==> config.mk <==
export PLATFORM = sky130hd
export DESIGN_NAME = irq_status_ctrl
export DESIGN_NICKNAME = d
export VERILOG_FILES = /design/src/rtl/irqc_pkg.sv /design/src/rtl/irqc_rd_fsm.sv /design/src/rtl/irqc_flags.sv /design/src/rtl/irqc_irq_combine.sv /design/src/rtl/irq_status_ctrl.sv
export SDC_FILE = /design/constraint.sdc
export NUM_CORES = 1
export LEC_CHECK = 0
export BUFFER_PORTS_ARGS = -buffer_cell sky130_fd_sc_hd__buf_2
export CELL_PAD_IN_SITES_DETAIL_PLACEMENT = 0
export CELL_PAD_IN_SITES_GLOBAL_PLACEMENT = 2
export CORE_ASPECT_RATIO = 1.25
export CORE_MARGIN = 8
export CORE_UTILIZATION = 31
export CTS_CLUSTER_DIAMETER = 120
export DETAILED_ROUTE_END_ITERATION = 8
export MAX_ROUTING_LAYER = met4
export PLACE_DENSITY = 0.79
export SYNTH_ARGS = -nofsm -noshare
export SYNTH_HDL_FRONTEND = slang
export SYNTH_SLANG_ARGS = --single-unit
==> constraint.sdc <==
create_clock -name clk -period 1.27 [get_ports clk]
set_input_delay 0.1905 -clock clk [delete_from_list [all_inputs] [get_ports clk]]
set_output_delay 0.1905 -clock clk [all_outputs]
set_load 0.05 [all_outputs]
==> src/rtl/irqc_pkg.sv <==
package irqc_pkg;
    typedef enum logic [0:0] {
        RD_IDLE = 1'b0,
        RD_HELD = 1'b1
    } rd_state_e;
endpackage

==> src/rtl/irqc_rd_fsm.sv <==
module irqc_rd_fsm
    import irqc_pkg::*;
(
    input  logic clk,
    input  logic rst_n,
    input  logic rd_i,
    output logic clr_o
);
    rd_state_e state_q, state_d;

    always_ff @(posedge clk or negedge rst_n) begin
        if (!rst_n) state_q <= RD_IDLE;
        else        state_q <= state_d;
    end

    always_comb begin
        state_d = state_q;
        unique case (state_q)
            RD_IDLE: if (rd_i)  state_d = RD_HELD;
            RD_HELD: if (!rd_i) state_d = RD_IDLE;
        endcase
    end

    always_comb begin
        clr_o = 1'b0;
        unique case (state_q)
            RD_IDLE: clr_o = rd_i;
            RD_HELD: clr_o = 1'b0;
        endcase
    end

    AST_ONE_CLEAR_PER_READ: assert property (@(posedge clk) disable iff (!rst_n)
        (clr_o && rd_i) |=> !clr_o);
endmodule

==> src/rtl/irqc_flags.sv <==
module irqc_flags #(
    parameter int N = 15
) (
    input  logic         clk,
    input  logic         rst_n,
    input  logic         clr_i,
    input  logic [N-1:0] evt_i,
    output logic [N-1:0] flags_o
);
    for (genvar i = 0; i < N; i++) begin : g_flag
        always_ff @(posedge clk or negedge rst_n) begin
            if (!rst_n)        flags_o[i] <= 1'b0;
            else if (evt_i[i]) flags_o[i] <= 1'b1;
            else if (clr_i)    flags_o[i] <= 1'b0;
        end
    end

    AST_EVENT_STICKS: assert property (@(posedge clk) disable iff (!rst_n)
        (evt_i != '0) |=> ((flags_o & $past(evt_i)) == $past(evt_i)));
    AST_CLEAR_LEAVES_NEW: assert property (@(posedge clk) disable iff (!rst_n)
        clr_i |=> (flags_o == $past(evt_i)));
endmodule

==> src/rtl/irqc_irq_combine.sv <==
module irqc_irq_combine #(
    parameter int N = 15
) (
    input  logic [N-1:0] flags_i,
    input  logic [N:0]   mask_i,
    output logic         req_o
);
    logic [N-1:0] hit;

    for (genvar i = 0; i < N; i++) begin : g_hit
        assign hit[i] = flags_i[i] & mask_i[i];
    end

    assign req_o = mask_i[N] & (|hit);
endmodule

==> src/rtl/irq_status_ctrl.sv <==
module irq_status_ctrl #(
    parameter int EVT_W = 15
) (
    input  logic               clk,
    input  logic               rst_n,
    input  logic [EVT_W-1:0]   evt_i,
    input  logic               mask_wr_i,
    input  logic [EVT_W:0]     mask_wdata_i,
    input  logic               stat_rd_i,
    output logic [EVT_W:0]     stat_rdata_o,
    output logic               irq_n_o
);
    localparam int WORD_W = EVT_W + 1;
    localparam int GEN_B  = EVT_W;

    logic [EVT_W-1:0]  flags;
    logic [WORD_W-1:0] mask_q;
    logic              clr;
    logic              req;

    irqc_rd_fsm u_rd (
        .clk   (clk),
        .rst_n (rst_n),
        .rd_i  (stat_rd_i),
        .clr_o (clr)
    );

    irqc_flags #(.N(EVT_W)) u_flags (
        .clk     (clk),
        .rst_n   (rst_n),
        .clr_i   (clr),
        .evt_i   (evt_i),
        .flags_o (flags)
    );

    irqc_irq_combine #(.N(EVT_W)) u_comb (
        .flags_i (flags),
        .mask_i  (mask_q),
        .req_o   (req)
    );

    always_ff @(posedge clk or negedge rst_n) begin
        if (!rst_n)         mask_q <= '0;
        else if (mask_wr_i) mask_q <= mask_wdata_i;
    end

    always_ff @(posedge clk or negedge rst_n) begin
        if (!rst_n)   stat_rdata_o <= '0;
        else if (clr) stat_rdata_o <= {req, flags};
    end

    assign irq_n_o = ~req;

    AST_GLOBAL_OFF_QUIET: assert property (@(posedge clk) disable iff (!rst_n)
        !mask_q[GEN_B] |-> irq_n_o);
    AST_NO_HIT_NO_IRQ: assert property (@(posedge clk) disable iff (!rst_n)
        ((flags & mask_q[EVT_W-1:0]) == '0) |-> irq_n_o);
    AST_BIT15_MIRRORS: assert property (@(posedge clk) disable iff (!rst_n)
        clr |=> (stat_rdata_o[GEN_B] == !$past(irq_n_o)));
    AST_RDATA_HOLDS: assert property (@(posedge clk) disable iff (!rst_n)
        !clr |=> $stable(stat_rdata_o));
endmodule

==> run metrics <==
antenna violations before repair=0; largest cells by area after synthesis=dfrtp_1 (67%), mux2_2 (19%), a21o_1 (5.8%); PortBufs=51; Vias=1,176; Synth Area in Adders=0; die width=84.2 µm; syn_area_per_cell=15.8 µm²; post-synthesis mux area share=0.194; global placement routability congestion=0.737; worst flop-to-flop path startpoint=mask_q[1]; initial core utilization=0.316; Slew HR=0.723; RSZ-0062 raised after global routing=true; area share of and/or/nand/nor cells after synthesis=0.0125; Startpoint Class=register; post-route clock period utilization=1.49; Hold Slack=0.0162 ns; Layout area overhead=34.7%; HPWL after DPL=3130 µm; Hold Path Cell Cnt=1; post-synth top area share=0.667; Num CTS Buffers=5; Synth Area in Compound Gates=0.110; Seq/Total Area, Yosys=0.667; WL/cell=15.5 µm; Site Rows=31; CP bufs+invs=1; initial DRC count=25; Total Neg Setup Slack=-0.871 ns; Final Non-Filler Cells=256; remaining antenna violation count=0; Antenna Cells=0; Mapped Nets=149; Place WS=-0.459 ns; Worst R2R End=stat_rdata_o[15]; Worst VDD drop=0.662 mV; Synthesis Warnings=0; Die Y=101 µm; WHS Endpoint=u_rd.state_q; Yosys cell types=13; WP data arrival=1.70 ns; first-pass GRT wire length=6730 µm; largest net degree at the start of global routing=33; number of global-route vias before repair=1,366; Pwr Total=3590 µW; dpl cells=245; Mapped Cells=114; Syn Std Cell Area=0.00180 mm²; core area=0.00570 mm²; clk_lat worst skew=0.29 ns; hold_sp=stat_rd_i; Synth area leader=dfrtp_1; via/cell ratio=4.59; Leakage=0.00108 µW; slowest CP cell=dfrtp_1; CP top delay family=compound AO/OA/AOI/OAI gates; Worst-path clk slew=0.08 ns; Max Clock Skew=0.00529 ns; routed wire length=3960 µm; fmax=529 MHz; ratio of cells with drive above 1 in the final layout=0.600; failing checks=setup timing; min Tclk post-route=1.89 ns; area of the multi-input gates=571 µm²; CTS tree=built; Max Slew Vio Count=0; crit end category=output pin; PwrDens=1480 mW/mm²; clk root buf=clkbuf_8; Synth Area in XOR/XNOR=0; final hold vios=0; status=finished with violations; IO Pins=52; final setup vio count=2; total congestion overflow=0; max-cap viol count=0; Die Footprint=0.00852 mm²; Worst Max-Slew Pin Slew=0.416 ns; nets=224; register area=0.00120 mm²; clock tree buffer depth=2; worst reg2reg path depth=5; crit-path cells=a222oi_1, nand3_1, o31ai_4, buf_6; Crit Path Class=register to output pin; Worst path max stage delay=0.39 ns; Crit Path Max Fanout=2; #FFs+latches synth=48; worst reg2reg setup slack=-0.25 ns; clock sink total=48; largest family of logic cells by synthesized area=multiplexers; # H-tree levels=2; Min-Delay Path Class=primary input to register; TritonRoute pass-1 iters=4; DRC Markers=0; GRT Overall Usage=0.103; data required time of the worst path=1.08 ns; slack of the critical path=-0.622 ns; fill count=540
==> metal layers <==
| layer | global-route usage | wire, µm |
|---|---|---|
| met2 | 0.172 | 2020 |
| met3 | 0.0298 | 178 |
| met1 | 0.111 | 1680 |
| met4 | 0.0479 | 87 |
| met5 | - | 0 |
==> synth_stat cells <==
cell	count
o21ai_2	1
a21o_2	1
dfrtp_1	48
a21o_1	14
a222oi_1	1
nand3_1	1
mux2_1	1
o31ai_4	1
a22oi_1	6
nand2_1	3
mux2_2	30
nand2b_1	1
buf_2	6
==> flip-flops by register name, indices dropped and copies added, names as in the netlist <==
register / cells
mask_q: 16
stat_rdata_o: 16
u_flags.flags_o: 15
u_rd.state_q: 1
==> worst max path at each step <==
stage / slack (ns) / endpoint / startpoint / cells past startpoint
after floorplan: -0.33 / stat_rdata_o[15] / mask_q[1] / 4
final: -0.62 / irq_n_o / mask_q[1] / 4
after global placement: -0.41 / irq_n_o / mask_q[1] / 4
after CTS: -0.64 / irq_n_o / u_flags.flags_o[1] / 4
after detailed placement: -0.46 / irq_n_o / mask_q[1] / 4
after global routing: -0.76 / irq_n_o / mask_q[1] / 4
==> logic make-up (layout without fill, tap and decap cells) <==
group,count (synthesis),in the layout
DFF,48,48
muxes,31,31
AOI/OAI and AO/OA,24,24
buffers and inverters,6,82
and+or+nand+nor,5,5
==> where the power goes <==
| part | leakage, µW | total, µW | internal, µW | switching [µW] |
|---|---|---|---|---|
| sequential | 0.000514 | 1760 | 1680 | 75.9 |
| clock | 0.0000541 | 1070 | 582 | 493 |
| combinational | 0.000507 | 756 | 298 | 457 |
==> cells in the final DEF (no fill, tap or decap), drive strengths merged <==
cell | synthesis | final
buf | 6 | 73
dfrtp | 48 | 48
mux2 | 31 | 31
a21o | 15 | 15
a22oi | 6 | 6
clkbuf | 0 | 5
nand2 | 3 | 3
a222oi | 1 | 1
nand3 | 1 | 1
o31ai | 1 | 1
nand2b | 1 | 1
o21ai | 1 | 1
clkinvlp | 0 | 1
clkinv | 0 | 1
bufinv | 0 | 1
dlygate4sd3 | 0 | 1
==> stage by stage <==
step	utilization	area, µm²
finish	0.426	2430
global route	0.426	2430
CTS	0.426	2430
detailed placement	0.401	2280
global placement	0.401	2280
floorplan	-	1800
==> layout make-up <==
class,instances,share of cell area
tap,66,0.0340
timing repair buffer,74,0.190
clock inverter,3,0.0175
multi-input combinational,60,0.235
sequential,48,0.495
clock buffer,5,0.0284
==> repair_timing <==
action / in CTS / in global routing
hold endpoints to repair: 14 / 0
pin swaps: 3 / 2
hold buffers: 1 / 0
buffers inserted: 2 / 1
resized for setup: 2 / 0
setup endpoints to repair: 2 / 2
Power figures use the tool's default switching activity.
